<file path="src/rtl/prec_pkg.sv">
package prec_pkg;
  typedef enum logic [1:0] {
    PC_NONE   = 2'd0,
    PC_NARROW = 2'd1,
    PC_MID    = 2'd2,
    PC_WIDE   = 2'd3
  } prec_e;
endpackage

</file>
<file path="src/rtl/opd_capture.sv">
module opd_capture #(
  parameter int WORD_W = 32
) (
  input  logic              clk,
  input  logic              rst,
  input  logic              in_valid,
  input  logic              in_sel,
  input  logic [WORD_W-1:0] in_word,
  output logic [WORD_W-1:0] first_q,
  output logic              pend_q,
  output logic              cap_first,
  output logic              cap_second
);
  assign cap_first  = in_valid && !in_sel;
  assign cap_second = in_valid && in_sel && pend_q;

  always_ff @(posedge clk) begin
    if (rst) begin
      first_q <= '0;
      pend_q  <= 1'b0;
    end else if (cap_first) begin
      first_q <= in_word;
      pend_q  <= 1'b1;
    end else if (cap_second) begin
      pend_q  <= 1'b0;
    end
  end
endmodule

</file>
<file path="src/rtl/prec_classify.sv">
module prec_classify
  import prec_pkg::*;
#(
  parameter int WORD_W   = 32,
  parameter int LO_BITS  = 8,
  parameter int MID_BITS = 15
) (
  input  logic [WORD_W-1:0] opa,
  input  logic [WORD_W-1:0] opb,
  output prec_e             cls
);
  function automatic prec_e class_of(input logic [WORD_W-1:0] a,
                                     input logic [WORD_W-1:0] b);
    logic [WORD_W-1:0] big;
    big = (a > b) ? a : b;
    if ((big >> LO_BITS) == '0)       return PC_NARROW;
    else if ((big >> MID_BITS) == '0) return PC_MID;
    else                              return PC_WIDE;
  endfunction

  assign cls = class_of(opa, opb);
endmodule

</file>
<file path="src/rtl/pair_reg.sv">
module pair_reg #(
  parameter int PW = 8
) (
  input  logic          clk,
  input  logic          rst,
  input  logic          load,
  input  logic [PW-1:0] da,
  input  logic [PW-1:0] db,
  output logic [PW-1:0] qa,
  output logic [PW-1:0] qb
);
  always_ff @(posedge clk) begin
    if (rst) begin
      qa <= '0;
      qb <= '0;
    end else if (load) begin
      qa <= da;
      qb <= db;
    end
  end
endmodule

</file>
<file path="src/rtl/prec_steer.sv">
module prec_steer
  import prec_pkg::*;
#(
  parameter int WORD_W = 32,
  parameter int NAR_W  = 8,
  parameter int MID_W  = 16
) (
  input  logic              clk,
  input  logic              rst,
  input  logic              in_valid,
  input  logic              in_sel,
  input  logic [WORD_W-1:0] in_word,
  output logic [1:0]        prec_code,
  output logic              res_valid,
  output logic [NAR_W-1:0]  nar_a,
  output logic [NAR_W-1:0]  nar_b,
  output logic [MID_W-1:0]  mid_a,
  output logic [MID_W-1:0]  mid_b,
  output logic [WORD_W-1:0] wid_a,
  output logic [WORD_W-1:0] wid_b
);
  localparam int LO_BITS  = NAR_W;
  localparam int MID_BITS = MID_W - 1;

  logic [WORD_W-1:0] first_q;
  logic              pend_q;
  logic              cap_first;
  logic              cap_second;
  prec_e             cls;
  logic              ld_nar, ld_mid, ld_wid;

  opd_capture #(.WORD_W(WORD_W)) u_cap (
    .clk(clk), .rst(rst), .in_valid(in_valid), .in_sel(in_sel),
    .in_word(in_word), .first_q(first_q), .pend_q(pend_q),
    .cap_first(cap_first), .cap_second(cap_second)
  );

  prec_classify #(.WORD_W(WORD_W), .LO_BITS(LO_BITS), .MID_BITS(MID_BITS)) u_cls (
    .opa(first_q), .opb(in_word), .cls(cls)
  );

  assign ld_nar = cap_second && (cls == PC_NARROW);
  assign ld_mid = cap_second && (cls == PC_MID);
  assign ld_wid = cap_second && (cls == PC_WIDE);

  pair_reg #(.PW(NAR_W)) u_nar (
    .clk(clk), .rst(rst), .load(ld_nar),
    .da(first_q[NAR_W-1:0]), .db(in_word[NAR_W-1:0]), .qa(nar_a), .qb(nar_b)
  );

  pair_reg #(.PW(MID_W)) u_mid (
    .clk(clk), .rst(rst), .load(ld_mid),
    .da(first_q[MID_W-1:0]), .db(in_word[MID_W-1:0]), .qa(mid_a), .qb(mid_b)
  );

  pair_reg #(.PW(WORD_W)) u_wid (
    .clk(clk), .rst(rst), .load(ld_wid),
    .da(first_q), .db(in_word), .qa(wid_a), .qb(wid_b)
  );

  always_ff @(posedge clk) begin
    if (rst) begin
      prec_code <= PC_NONE;
      res_valid <= 1'b0;
    end else begin
      res_valid <= cap_second;
      if (cap_second) prec_code <= cls;
    end
  end
endmodule

</file>
<file path="config.mk">
export PLATFORM = sky130hd
export DESIGN_NAME = prec_steer
export DESIGN_NICKNAME = d
export VERILOG_FILES = /design/src/rtl/prec_pkg.sv /design/src/rtl/opd_capture.sv /design/src/rtl/prec_classify.sv /design/src/rtl/pair_reg.sv /design/src/rtl/prec_steer.sv
export SDC_FILE = /design/constraint.sdc
export NUM_CORES = 1
export LEC_CHECK = 0
export BUFFER_PORTS_ARGS = -buffer_cell sky130_fd_sc_hd__buf_2
export CAP_MARGIN = 20
export CORE_MARGIN = 2
export CORE_UTILIZATION = 58
export DETAILED_ROUTE_END_ITERATION = 8
export GPL_ROUTABILITY_DRIVEN = 0
export PLACE_DENSITY_LB_ADDON = 0.2
export SLEW_MARGIN = 10
export SYNTH_ARGS = -nofsm -noshare
export SYNTH_HDL_FRONTEND = slang
export SYNTH_SLANG_ARGS = --single-unit
</file>
<file path="constraint.sdc">
create_clock -name clk -period 3.02 [get_ports clk]
set_input_delay 0.453 -clock clk [delete_from_list [all_inputs] [get_ports clk]]
set_output_delay 0.453 -clock clk [all_outputs]
set_load 0.05 [all_outputs]
</file>
======== Word level (Yosys, flattened, before mapping) ========
Cells that the tools add are included.
cells by class
  $lt $le $gt $ge ......................... 1
  eq/ne operators ......................... 3
  multiplexer cells ....................... 5
  reduce and logical (&&, ||, !) cells .... 10
operator list
  operator                                                          count
  32-bit zero test                                                  2
  32-bit greater-than comparator                                    1
  32-bit two-way mux                                                1
  1-bit logical AND                                                 6
  2-bit == test (second input constant)                             2
  1-bit two-way mux                                                 3
  2-bit by 1-bit == test with 1-bit output (second input constant)  1
  2-bit two-way mux                                                 1
  2-bit nonzero test                                                1
  1-bit zero test                                                   1
word-level totals
  bits in registers ....................... 148
  output and inout port bits .............. 115
  logic and storage cells ................. 29

======== Longest topological paths before layout ========
  depth in word-level cells ............... 7
  depth in mapped cells ................... 13
  depth with buffers taken out ............ 9

======== Cells and area by module ========
From an unflattened synthesis, not the netlist that was laid out.
unflattened totals
  cell total of the unflattened synthesis .. 662
  area, all modules ....................... 6784.0 um^2
modules (own cells, without submodules)
  module            instances  cells each  area each (um^2)  sequential area each (um^2)
  pair_reg (u_wid)  1          206         2290.9            1281.2
  opd_capture       1          149         1636.6            660.6
  pair_reg (u_mid)  1          103         1163.6            640.6
  prec_classify     1          139         1001.0            0.0
  pair_reg (u_nar)  1          52          580.6             320.3
  prec_steer        1          13          111.4             60.1

======== Worst setup path before layout ========
OpenSTA, ideal clock, no wires.
  path type ............................... input -> register
  from .................................... input port in_word[31]
  to ...................................... register u_wid.qb[10]
  arrival time ............................ 2.376 ns
  required time ........................... 2.877 ns
  setup slack ............................. 0.501 ns
  stages .................................. 12
  cell sequence ........................... inv_1 ha_1 nand4_1 nor4_1 nand2_1 a31oi_1 o22a_1 buf_6 buf_4 buf_4 mux2i_1 o311ai_0
between the ends
  longest elaborated chain between the ends .. 7
ends and longest elaborated chain
  what                            line                 source
  start, declared                 prec_steer.sv:12     input logic [WORD_W-1:0] in_word,
  32-bit greater-than comparator  prec_classify.sv:15  big = (a > b) ? a : b;
  32-bit two-way mux *            prec_classify.sv:15
  32-bit zero test                prec_classify.sv:17  else if ((big >> MID_BITS) == '0) return PC_MID;
  1-bit two-way mux               prec_classify.sv:17
  2-bit two-way mux *             prec_classify.sv:16  if ((big >> LO_BITS) == '0) return PC_NARROW;
  2-bit == test *                 prec_steer.sv:44     assign ld_wid = cap_second && (cls == PC_WIDE);
  1-bit logical AND *             prec_steer.sv:44
  end signal, assigned            pair_reg.sv:15       qb <= '0;
  end signal, assigned            pair_reg.sv:18       qb <= db;
  end, declared                   pair_reg.sv:10       output logic [PW-1:0] qb
Every way passes the cells marked *; elsewhere a longest branch is shown, timed or not.
A chain may end at the register's enable or synchronous reset.

======== Worst setup path after layout ========
  from .................................... register u_cap.first_q[29]
  to ...................................... register u_nar.qb[6]
between the ends
  longest elaborated chain between the ends .. 7
ends and longest elaborated chain
  what                                        line                 source
  start, declared                             opd_capture.sv:9     output logic [WORD_W-1:0] first_q,
  start signal, assigned                      opd_capture.sv:22    first_q <= in_word;
  32-bit greater-than comparator              prec_classify.sv:15
  32-bit two-way mux *                        prec_classify.sv:15
  32-bit zero test                            prec_classify.sv:17
  1-bit two-way mux                           prec_classify.sv:17
  2-bit two-way mux *                         prec_classify.sv:16
  2-bit by 1-bit == test with 1-bit output *  prec_steer.sv:42     assign ld_nar = cap_second && (cls == PC_NARROW);
  1-bit logical AND *                         prec_steer.sv:42
  end signal, assigned                        pair_reg.sv:15
  end signal, assigned                        pair_reg.sv:18
  end, declared                               pair_reg.sv:10
Marked as above.

==> run_results.csv <==
group,metric,value,unit
run_status,status,"finished, final reports clean",
place,portBuffers,150,
worst_setup_path,cp_max_fo,13,
sta,hold_violations,0,
synth,synth_top_area_frac,0.301,
flow_run,drv_cap,0,
pwr,irDropWorstVdd,0.417,mV
synth,synth_cells,1340,
global_route,grtUsageTotal,0.313,
worst_setup_path,cp.arrival,3100,ps
worst_setup_path,r2r_slack,250,ps
global_route,grt_max_degree,82,
sta,setup_viol,0,
synth,synth_nets,1408,
cts,cts_inserted_buffers,17,
worst_setup_path,end_kind,"flop",
die,dieArea,18000,um^2
cts,worstSkewPairLatency,420,ps
detailed_routing,vias_per_cell,5.91,
worst_setup_path,required,3350,ps
detailed_routing,routedWlPerCell,17.0,um
sta,fmaxAchievable,0.361,GHz
sta,worst_pin_slew,1020,ps
synth,synth_area_leader_cell,"dfxtp_1",
cts,h-tree-depth,4,
sta,setup_tns,0,ps
sta,fin_skew,7.08,ps
cells_and_area,fin_nets,1512,
die,die_h,134,um
die,core_area,16600,um^2
synth,synthArstFlopShare,0,
global_route,grt.busiest_layer,"met2",
cts,cts_root_buf,"clkbuf_16",
cells_and_area,drive_above_1_share,0.171,
sta,slew_viol_final,0,
sta,max_slew_margin,0.321,
min_path,worst_hold_path_type,"in2reg",
synth,avgSynthCellArea,7.35,um^2
synth,ys_seq_elements,148,
synth,synth-edff-count,0,
global_route,grt_pass1_wl,45500,um
die,die_w,134,um
synth,yosys_warnings,0,
pwr,p_leak,4.83,nW
global_route,grt_util_met2,0.487,
worst_setup_path,start_kind,"flop",
pwr,powerDensity,427,nW/um^2
die,start_util,0.594,
cts,cts_hold_buf,0,
cells_and_area,final_cell_area,11700,um^2
global_route,antenna_found_initial,1,
die,io_pins,151,
synth,synthTopCellsByArea,"dfxtp_1 (30%), nor2_1 (10%), nand2b_1 (9.2%), mux2i_1 (7.7%), nand2_1 (7.3%)",
synth,synth_cell_type_count,43,
detailed_routing,post-route-drc-count,0,
cts,cts_resized,0,
cts,cts_sinks,148,
synth,ys.flop_type,"dfxtp_1",
global_route,grt_pass1_vias,8911,
cts,cts_tree,"yes",
cts,clock_path_buffers,2,
synth,ys_seq_area_frac,0.301,
detailed_routing,dr.pass1.iters,5,
global_route,use_met3,0.0642,
sta,min_period,2770,ps
cells_and_area,area_delta_synth_final,18.4,%
cts,post_cts_buffers,0,
global_route,met1_usage,0.435,
place,hpwl,19600,um
global_route,overflow,0,
detailed_routing,antenna_left,0,
sta,rsz0062_at_grt,"false",
detailed_routing,first_iter_violations,840,
sta,period_share,0.918,
place,placed_cell_area,11000,um^2
synth,synth_area,9850,um^2
cts,clk_pin_slew,60,ps
detailed_routing,vias,9921,
detailed_routing,finalWirelength,28500,um
die,fp-row-count,47,
worst_setup_path,setup.worst_path.class,"reg2reg",
cells_and_area,fill_cells,1352,
## report_power, final
part	switching [mW]	internal, mW
logic	0.424	0.251
registers	0.0343	1.99
clock network	0.838	1.44
## synthesized netlist by cell type (2+ instances only)
library cell	instances
clkbuf_1	77
o21ai_0	9
nor4_1	9
ha_1	32
a21oi_1	46
buf_2	24
nor4_2	3
nand2_1	192
or2_2	2
nand4b_1	31
a211o_1	2
o2111ai_1	31
buf_6	3
nor2b_1	4
buf_4	16
a2111oi_4	2
dfxtp_1	148
nor2_1	275
a31oi_1	3
nand2b_1	145
or4b_1	2
nand3_1	5
nand4_1	5
nor3b_1	2
mux2i_1	76
o311ai_1	5
and2_1	2
nor3_1	7
inv_1	33
o311ai_0	73
or3_1	49
nand3b_1	16
## worst paths after layout
kind,from,end,cells after the start
setup / recovery,u_cap.first_q[29]$_SDFFE_PP0P_,u_nar.qb[6]$_SDFFE_PP0P_,11
hold / removal,in_word[27],u_cap.first_q[27]$_SDFFE_PP0P_,3
setup reg to reg,u_cap.first_q[29]$_SDFFE_PP0P_,u_nar.qb[6]$_SDFFE_PP0P_,11
hold reg to reg,u_cap.first_q[4]$_SDFFE_PP0P_,u_cap.first_q[4]$_SDFFE_PP0P_,2
## metal layers
layer  routed length [um]  share of wire
met5                    0              0
met4                  599          0.021
met3                 2410          0.085
met2                12800           0.45
met1                12700           0.44
## kinds of logic (layout without fill, tap and decap cells)
logic type	count (synthesis)	count (layout)	synth area share
DFF	148	148	0.301
and+or+nand+nor	752	752	0.371
AOI/OAI and AO/OA	177	177	0.139
buffers and inverters	155	272	0.0709
other	0	1	0
adders and majority gates	32	32	0.0407
muxes	76	76	0.0773
## sequential cells by signal (all words and copies together) (netlist names)
register       flops
res_valid          1
prec_code          2
u_nar.qb           8
u_cap.pend_q       1
u_cap.first_q     32
u_mid.qb          16
u_nar.qa           8
u_wid.qa          32
u_mid.qa          16
u_wid.qb          32
## cell type report
cell class | count | area [um^2] | area share
Tap cell | 220 | 275 | 0.0236
Timing Repair Buffer | 207 | 1460 | 0.125
Sequential cell | 148 | 2960 | 0.254
Multi-Input combinational cell | 1037 | 6210 | 0.533
Antenna cell | 1 | 2.50 | 0.000215
Inverter | 33 | 124 | 0.0106
Clock inverter | 10 | 153 | 0.0131
Clock buffer | 22 | 474 | 0.0407
## worst max-delay path, stage by stage, from the launching register on
cell      delay (ps)
dfxtp_1          440
ha_1             290
nand4_1          130
nor4_1            70
buf_4            140
a21oi_1          140
nand4_1          220
o22a_4           350
buf_12           160
buf_12           140
or4b_1           510
o311ai_1          80
## layout by cell type (no fill, tap or decap), drive strengths merged, types with 2 or more instances in the layout
master / count
inv: 33
nor3: 7
nor3b: 2
nand2b: 145
clkbuf: 22
o311ai: 78
clkinv: 5
a31oi: 3
nor4: 12
bufinv: 4
buf: 207
nand3: 6
nand2: 192
or4b: 2
dfxtp: 148
o21ai: 10
a211o: 2
or3: 49
mux2i: 76
ha: 32
nand4: 5
nor2: 275
o2111ai: 31
a2111oi: 2
or2: 2
and2: 2
a21oi: 46
nand3b: 16
nand4b: 31
nor2b: 4
## stage by stage
step / power (mW) / setup slack, ps / hold slack [ps] / instances / util
global placement: 2.72 / 144 / 468 / 1645 / 0.665
finish: 4.98 / 247 / 299 / 1678 / 0.703
detailed placement: 2.73 / 83.5 / 473 / 1645 / 0.665
floorplan: 2.50 / 501 / 450 / 1340 / -
CTS: 4.99 / 275 / 284 / 1677 / 0.703
global route: 5.13 / 171 / 286 / 1677 / 0.703
Power figures use the tool's default switching activity.
